==> src/rtl/xbw_pkg.sv <==
package xbw_pkg;
  // Byte width of the host port and of one address slice.
  localparam int unsigned BYTE_W = 8;
  // Number of address slices behind the window.
  localparam int unsigned NSLICE = 3;
  // Width of the external address.
  localparam int unsigned ADDR_W = BYTE_W * NSLICE;
  // Select width: slices plus one data port.
  localparam int unsigned SEL_W  = $clog2(NSLICE + 1);

  // Captured data-port command for the external stage.
  typedef struct packed {
    logic              wr;
    logic [BYTE_W-1:0] data;
  } ext_cmd_t;
endpackage

==> src/rtl/xbw_addr_regs.sv <==
module xbw_addr_regs #(
  parameter int unsigned BYTE_W = 8,
  parameter int unsigned NSLICE = 3,
  parameter int unsigned SEL_W  = 2,
  localparam int unsigned ADDR_W = BYTE_W * NSLICE
) (
  input  logic              clk,
  input  logic              rst_n,
  input  logic              wr_en,
  input  logic [SEL_W-1:0]  sel,
  input  logic [BYTE_W-1:0] wdata,
  output logic [ADDR_W-1:0] addr,
  output logic [BYTE_W-1:0] rd_byte
);
  logic [BYTE_W-1:0] slice_q [NSLICE];

  for (genvar g = 0; g < NSLICE; g++) begin : g_slice
    always_ff @(posedge clk or negedge rst_n) begin
      if (!rst_n) begin
        slice_q[g] <= '0;
      end else if (wr_en && (sel == SEL_W'(g))) begin
        slice_q[g] <= wdata;
      end
    end
    assign addr[g*BYTE_W +: BYTE_W] = slice_q[g];
  end

  // Side-effect-free read mux; out-of-range select reads zero.
  always_comb begin
    rd_byte = '0;
    for (int i = 0; i < NSLICE; i++) begin
      if (sel == SEL_W'(i)) rd_byte = slice_q[i];
    end
  end
endmodule

==> src/rtl/xbw_region_decode.sv <==
module xbw_region_decode #(
  parameter int unsigned ADDR_W  = 24,
  parameter int unsigned RAM_BIT = ADDR_W - 1
) (
  input  logic [ADDR_W-1:0] addr,
  input  logic              strobe,
  output logic              cs_ram,
  output logic              cs_io
);
  logic in_ram;
  assign in_ram = addr[RAM_BIT];
  assign cs_ram = strobe &&  in_ram;
  assign cs_io  = strobe && !in_ram;
endmodule

==> src/rtl/xbw_ext_stage.sv <==
module xbw_ext_stage
  import xbw_pkg::*;
(
  input  logic              clk,
  input  logic              rst_n,
  input  logic              start,
  input  ext_cmd_t          cmd,
  input  logic [BYTE_W-1:0] ext_rdata,
  output logic              busy,
  output logic              we,
  output logic              oe,
  output logic [BYTE_W-1:0] wdata,
  output logic              rd_done,
  output logic [BYTE_W-1:0] rd_data
);
  logic              live_q;
  ext_cmd_t          cmd_q;
  logic              done_q;
  logic [BYTE_W-1:0] cap_q;

  always_ff @(posedge clk or negedge rst_n) begin
    if (!rst_n) begin
      live_q <= 1'b0;
      cmd_q  <= '0;
      done_q <= 1'b0;
      cap_q  <= '0;
    end else begin
      live_q <= start;
      if (start) cmd_q <= cmd;
      done_q <= live_q && !cmd_q.wr;
      if (live_q && !cmd_q.wr) cap_q <= ext_rdata;
    end
  end

  assign busy    = live_q;
  assign we      = live_q &&  cmd_q.wr;
  assign oe      = live_q && !cmd_q.wr;
  assign wdata   = cmd_q.data;
  assign rd_done = done_q;
  assign rd_data = cap_q;
endmodule

==> src/rtl/xbw_window.sv <==
module xbw_window
  import xbw_pkg::*;
(
  input  logic              clk,
  input  logic              rst_n,
  input  logic              hst_req,
  output logic              hst_rdy,
  input  logic [SEL_W-1:0]  hst_sel,
  input  logic              hst_wr,
  input  logic [BYTE_W-1:0] hst_wdata,
  output logic              hst_rvalid,
  output logic [BYTE_W-1:0] hst_rdata,
  output logic [ADDR_W-1:0] ext_addr,
  output logic [BYTE_W-1:0] ext_wdata,
  input  logic [BYTE_W-1:0] ext_rdata,
  output logic              ext_cs_ram,
  output logic              ext_cs_io,
  output logic              ext_we,
  output logic              ext_oe
);
  localparam logic [SEL_W-1:0] DATA_SEL = SEL_W'(NSLICE);

  logic              accept, is_data;
  logic              stage_busy, stage_done;
  logic [BYTE_W-1:0] stage_data, slice_byte;
  logic              reg_rv_q;
  logic [BYTE_W-1:0] reg_rd_q;
  ext_cmd_t          cmd;

  assign accept  = hst_req && hst_rdy;
  assign is_data = (hst_sel == DATA_SEL);
  assign hst_rdy = !stage_busy;
  assign cmd     = '{wr: hst_wr, data: hst_wdata};

  xbw_addr_regs #(
    .BYTE_W(BYTE_W), .NSLICE(NSLICE), .SEL_W(SEL_W)
  ) regs_i (
    .clk     (clk),
    .rst_n   (rst_n),
    .wr_en   (accept && hst_wr && !is_data),
    .sel     (hst_sel),
    .wdata   (hst_wdata),
    .addr    (ext_addr),
    .rd_byte (slice_byte)
  );

  xbw_ext_stage stage_i (
    .clk       (clk),
    .rst_n     (rst_n),
    .start     (accept && is_data),
    .cmd       (cmd),
    .ext_rdata (ext_rdata),
    .busy      (stage_busy),
    .we        (ext_we),
    .oe        (ext_oe),
    .wdata     (ext_wdata),
    .rd_done   (stage_done),
    .rd_data   (stage_data)
  );

  xbw_region_decode #(.ADDR_W(ADDR_W)) dec_i (
    .addr   (ext_addr),
    .strobe (ext_we || ext_oe),
    .cs_ram (ext_cs_ram),
    .cs_io  (ext_cs_io)
  );

  // Address-byte read response; cannot coincide with a stage response
  // because no request is accepted while the stage is live.
  always_ff @(posedge clk or negedge rst_n) begin
    if (!rst_n) begin
      reg_rv_q <= 1'b0;
      reg_rd_q <= '0;
    end else begin
      reg_rv_q <= accept && !hst_wr && !is_data;
      if (accept && !hst_wr && !is_data) reg_rd_q <= slice_byte;
    end
  end

  assign hst_rvalid = reg_rv_q || stage_done;
  assign hst_rdata  = reg_rv_q ? reg_rd_q : stage_data;
endmodule

==> config.mk <==
export PLATFORM = sky130hd
export DESIGN_NAME = xbw_window
export DESIGN_NICKNAME = d
export VERILOG_FILES = /design/src/rtl/xbw_pkg.sv /design/src/rtl/xbw_addr_regs.sv /design/src/rtl/xbw_region_decode.sv /design/src/rtl/xbw_ext_stage.sv /design/src/rtl/xbw_window.sv
export SDC_FILE = /design/constraint.sdc
export NUM_CORES = 1
export LEC_CHECK = 0
export ABC_AREA = 1
export BUFFER_PORTS_ARGS = -buffer_cell sky130_fd_sc_hd__buf_2
export CAP_MARGIN = 40
export CELL_PAD_IN_SITES_DETAIL_PLACEMENT = 1
export CELL_PAD_IN_SITES_GLOBAL_PLACEMENT = 1
export CORE_ASPECT_RATIO = 2
export CORE_MARGIN = 5
export CORE_UTILIZATION = 33
export DETAILED_ROUTE_END_ITERATION = 10
export HOLD_SLACK_MARGIN = 0.05
export PLACE_DENSITY_LB_ADDON = 0.1
export SYNTH_ARGS = -nofsm -noshare
export SYNTH_HDL_FRONTEND = slang
export SYNTH_SLANG_ARGS = --single-unit
==> constraint.sdc <==
create_clock -name clk -period 1.3 [get_ports clk]
set_clock_uncertainty 0.15 [all_clocks]
set_input_delay 0.13 -clock clk [delete_from_list [all_inputs] [get_ports clk]]
set_output_delay 0.13 -clock clk [all_outputs]
set_load 0.1 [all_outputs]
==> qor.txt, run 1 <==
final wirelength: 11.87 mm
status: finished with violations
setup violators final: 67
Die ar.: 9108 sq um
R2R depth: 7
vias per cell: 5.230
Root Driver: clkbuf_16
core area: 6994 sq um
Synth area leaders: dfrtp_1 55%, nand2_1 25%, nand3_1 10%, buf_4 3.5%, buf_2 1.3%
Detailed Place HPWL: 6.012 mm
Yosys reg bits: 52
Slowest-stage cell, CP: dfrtp_2
num rows: 43
Net Count, Synth: 323
initial antenna violation count: 0
commonest non-fill, non-tap cell in the layout: nand2_1
Lkg Pwr: 2.401 nW
fraction of final layout cells with drive strength greater than 1: 64.20%
post-route DRC violation count: 0
crit path capture type: output port
Longest Clk Path Bufs: 2
1st-pass router iterations: 4
reg-to-reg critical path endpoint: regs_i.addr[2]
crit-path cells: inv_8 -> or2_4 -> inv_16 -> buf_16
Fillers: 690
CP top delay family: flip-flops
IO buf count: 67
Detailed Route Iter0 Violations: 114
chip height: 130.1 um
worst hold-check path type: primary input to asynchronous set/reset pin
CTS Sinks: 52
I/O Pins: 68
post-synth top area cell: dfrtp_1
Synth Instances: 301
final cycle utilization of the critical path: 123.1%
total negative slack: -13.05 ns
fmax: 624.7 MHz
most frequent cells in the layout: 70 x nand2_1, 50 x buf_12, 49 x nand2_2
post-synthesis area per instance: 7.902 sq um
FF-to-FF setup slack: -0.29 ns
WS Path Type: register to output port
pwr dens: 1640 nW/um^2
Slew @ Worst Pin: 0.3085 ns
Reg-to-Reg Start: stage_i.busy
Worst Path Arrival: 1.32 ns
final net count: 440
P&R area growth vs syn: 108.1%
Clock Latency Late Sink: 0.30 ns
sequential share of the synthesized area: 54.71%
unrepaired setup endpoints after global routing: true
Critical Path Max Stage Delay: 0.47 ns
Bufs and invs on worst path: 3
VDD IR max: 0.001609 V
Initial Util: 34.01%
min Tclk post-route: 1.601 ns
Worst Path Max Fanout: 3
final std cells w/o fill: 509
Inst Count DP: 469
Worst path depth: 4
GRT Total Usage: 23.94%
total congestion overflow: 0
antenna cells: 0
pin count of the biggest net entering global routing: 53
number of different library cells in the post-synthesis netlist: 17
CTS tree: done
Yosys top cell area share: 54.71%
Placer Congestion: 0.8446
Crit path required time: 1.02 ns
post-route setup slack: -0.3007 ns
failing checks: setup timing
max-slew violations: 0
Final Hold Fails: 0
area of the multi-input gates: 1540 sq um
maxcap violations: 0
Wirelength per Cell: 23.33 um
Reg area: 1336 sq um
CTS buffer count: 5
slew margin rel.: 79.43%
vias in the first global route: 3029
Setup crit start kind: register
Detail Route Antenna Nets: 0
Post-Syn Area: 2379 sq um
Clock transition at path regs: 0.07 ns
H-tree depth: 2
Ys Warns: 0
first-pass GRT wire length: 16.75 mm
Chip Width: 70.03 um
total number of vias: 2662
tightest hold or removal path: stages:
cell,delay [ns]
dlygate4sd3_1,0.52
buf_2,0.13
buf_12,0.26
area by class of cell:
cell class,instances,area share [%]
inverters,12,1.896
clock inverters,1,0.1517
flip-flops and latches,52,27.00
repair inverters,1,0.1264
well taps,90,2.275
repair buffers,126,34.56
clock buffers,7,2.882
multi-input cells,220,31.12
where the power goes:
part           switching, mW  internal (mW)  leakage (nW)
registers              0.474           1.95         0.630
clock network          0.639          0.770        0.0701
logic                   2.77           1.51          1.70
total                   3.88           4.23          2.40
how the worst max path moves through the flow:
stage	from	to	slack (ns)
4_1_cts	stage_i.busy	ext_oe	-0.30
2_1_floorplan	regs_i.addr[23]	ext_cs_io	-0.13
3_3_place_gp	stage_i.busy	regs_i.addr[21]	-0.07
5_1_grt	stage_i.busy	ext_we	-0.34
6_report	stage_i.busy	ext_oe	-0.30
3_5_place_dp	stage_i.busy	regs_i.addr[18]	-0.12
kinds of logic after synthesis:
family | synth area share (%)
AO/OA/AOI/OAI | 0.2102
buffers and inverters | 6.891
flip-flops | 54.71
AND/OR/NAND/NOR | 38.19
flip-flops by register name, indices dropped and copies added, names as in the netlist:
register and count:
reg_rd_q 8, reg_rv_q 1, regs_i.addr 24, stage_i.busy 1, stage_i.cmd_q 1, stage_i.rd_data 8
stage_i.rd_done 1, stage_i.wdata 8
through the flow:
stage	setup slack [ns]	cell area, sq um	util [%]	hold slack (ns)	total power [mW]
after floorplan	-0.1278	2678	-	-0.3156	4.665
final	-0.3007	4950	70.77	0.2013	8.117
after global placement	-0.07151	3953	56.51	-0.002468	6.110
after detailed placement	-0.1158	3953	56.51	-0.005644	6.179
after global routing	-0.3450	4950	70.77	0.2315	8.356
after CTS	-0.2955	4599	65.76	0.1605	7.744
cells in the mapped netlist:
cell and n:
or2_2 1, nor2_2 4, dfrtp_1 52, nand3_1 49
clkinv_1 1, buf_2 6, nand2_1 157, o21ai_1 1
or2_1 1, nand3_2 1, clkbuf_1 1, inv_2 2
nor2_1 2, inv_1 8, inv_4 1, nand4_1 3
buf_4 11
per-layer routing:
layer	share of wire, %	vias up	GRT usage (%)
li1	-	1178	-
met5	0	-	0
met3	3.6	32	4.703
met1	32	1354	22.91
met4	3.2	0	9.932
met2	61	98	48.35
repair_timing:
item                                   CTS  global route
endpoints found under the hold margin   92             0
pin swaps                               16            29
gates resized for setup                 60            95
hold buffers                            17             0
cloned                                   6             0
setup endpoints to repair               63            66
setup buffers                            7             6
Power figures use the tool's default switching activity.
==> inputs of run 2 (changes only) <==
- TNS_END_PERCENT: default -> 1
==> qor.txt, run 2 (synthesis gave the netlist of run 1 again) <==
CTS Sinks: 52 (unchanged)
max-slew violations: 0 (unchanged)
final net count: 426 (-3.2%)
antenna cells: 0 (unchanged)
Clock Latency Late Sink: 0.29 ns (about the same)
crit path capture type: output port
total congestion overflow: 0 (unchanged)
Util after Layout: 58.91% (-12 points)
first-pass GRT wire length: 13.74 mm (-18%)
Chip Width: 70.03 um (unchanged)
CTS tree: done
pwr dens: 1808 nW/um^2 (+10%)
total number of vias: 2367 (-11%)
IO buf count: 67 (unchanged)
Final Hold Fails: 0 (unchanged)
vias in the first global route: 2754 (-9.1%)
WS Path Type: register to output port
VDD IR max: 0.001027 V (-36%)
Root Driver: clkbuf_16
Slew @ Worst Pin: 0.2918 ns (-0.01677 ns)
Crit. Startpoint: stage_i.busy
P&R area growth vs syn: 73.22%
chip height: 130.1 um (unchanged)
worst setup path end: ext_oe
commonest non-fill, non-tap cell in the layout: nand2_1
Longest Clk Path Bufs: 2 (unchanged)
Worst Path Max Fanout: 3 (unchanged)
fmax: 647.0 MHz (+3.6%)
Placer Congestion: 0.8315 (-1.6%)
FF-to-FF setup slack: -0.17 ns (+0.12 ns)
post-route setup slack: -0.2456 ns (+0.05519 ns)
Lkg Pwr: 2.084 nW (-13%)
Setup crit start kind: register
R2R depth: 6 (-1)
Die ar.: 9108 sq um (unchanged)
final cycle utilization of the critical path: 118.9% (-4.2 points)
post-route DRC violation count: 0 (unchanged)
max FFs per register: 24 (unchanged)
I/O Pins: 68 (unchanged)
Clock transition at path regs: 0.07 ns (about the same)
initial antenna violation count: 0 (unchanged)
final wirelength: 7.901 mm (-33%)
Worst Path Arrival: 1.27 ns (-0.05 ns)
unrepaired setup endpoints after global routing: true
vias per cell: 4.782 (-8.6%)
worst hold-check path type: primary input to register
Detail Route Antenna Nets: 0 (unchanged)
H-tree depth: 2 (unchanged)
reg-to-reg critical path endpoint: regs_i.addr[4]
num rows: 43 (unchanged)
Power, Total: 7.450 mW (-8.2%)
setup slack after placement: -0.1478 ns (-0.03199 ns)
Initial Util: 34.01% (unchanged)
slew margin rel.: 80.55% (+1.1 points)
GRT Total Usage: 19.12% (-4.8 points)
min Tclk post-route: 1.546 ns (-0.05519 ns)
Hold WS: 0.1451 ns (-0.05628 ns)
Wirelength per Cell: 15.96 um (-32%)
Detailed Route Iter0 Violations: 77 (-32%)
Detailed Place HPWL: 6.050 mm (+0.65%)
Reg-to-Reg Start: stage_i.busy
maxcap violations: 0 (unchanged)
fraction of final layout cells with drive strength greater than 1: 35.80% (-28 points)
Crit path required time: 1.02 ns (about the same)
setup violators final: 64 (-4.5%)
failing checks: setup timing
status: finished with violations
core area: 6994 sq um (unchanged)
CTS buffer count: 5 (unchanged)
pin count of the biggest net entering global routing: 53 (unchanged)
1st-pass router iterations: 3 (-1)
most frequent cells in the layout: 148 x nand2_1, 48 x nand3_1, 47 x buf_12
run 2: changes by cell type in the layout (fill, tap and decap cells not counted), sizes merged:
cell,previous run,this run
buf,108,96
clkinv,0,3
clkinvlp,3,1
bufbuf,1,0
clkbuf,7,6
dlygate4sd3,17,18
inv,11,10
nand3,51,50
run 2: final cells by class:
cell class / count / area, sq um
fill: 777 / 2874
timing repair buffer: 114 / 1460
clock buffer: 6 / 138.9
inverter: 12 / 72.57
clock inverter: 2 / 10.01
sequential: 52 / 1325
multi-input combinational: 219 / 1001
tap: 90 / 112.6
run 2: metrics by stage:
| stage | instance area [sq um] | cells | setup TNS (ns) |
|---|---|---|---|
| 2_1_floorplan | 2512 | 301 | -4.258 |
| 3_3_place_gp | 3749 | 466 | -2.373 |
| 3_5_place_dp | 3749 | 466 | -4.321 |
| 4_1_cts | 4120 | 495 | -8.182 |
| 5_1_grt | 4120 | 495 | -11.80 |
| 6_report | 4120 | 495 | -7.322 |
run 2: per-layer routing:
layer / global-route usage, % / routed length, um
met4: 7.562 / 168
met3: 2.930 / 240
met5: 0 / 0
met2: 37.65 / 4750
met1: 19.83 / 2741
run 2: critical path, cell delays in order (launching register included):
cell and delay [ns]:
dfrtp_2 0.44, inv_8 0.04, or2_4 0.27, inv_12 0.07, buf_16 0.16
run 2: worst min-delay path by stage:
stage | startpoint | end | slack (ns) | cells after the start
5_1_grt | hst_sel[0] | reg_rd_q[7] | 0.21 | 5
3_3_place_gp | rst_n | stage_i.rd_data[6] | 0.0006 | 2
3_5_place_dp | rst_n | stage_i.rd_data[7] | -0.003 | 2
2_1_floorplan | rst_n | reg_rd_q[0] | -0.32 | 0
6_report | hst_sel[0] | reg_rd_q[7] | 0.15 | 5
4_1_cts | hst_sel[0] | reg_rd_q[7] | 0.15 | 5
run 2: repair_timing:
item	CTS	global route
setup buffers	3	0
hold buffers	18	0
gates resized for setup	7	0
setup endpoints to repair	64	65
pin swaps	2	1
endpoints found under the hold margin	93	0
run 2: report_power, final:
group / switching [mW] / internal (mW) / total (mW)
registers: 0.350 / 1.94 / 2.29
logic: 2.50 / 1.31 / 3.81
clock network: 0.581 / 0.760 / 1.34
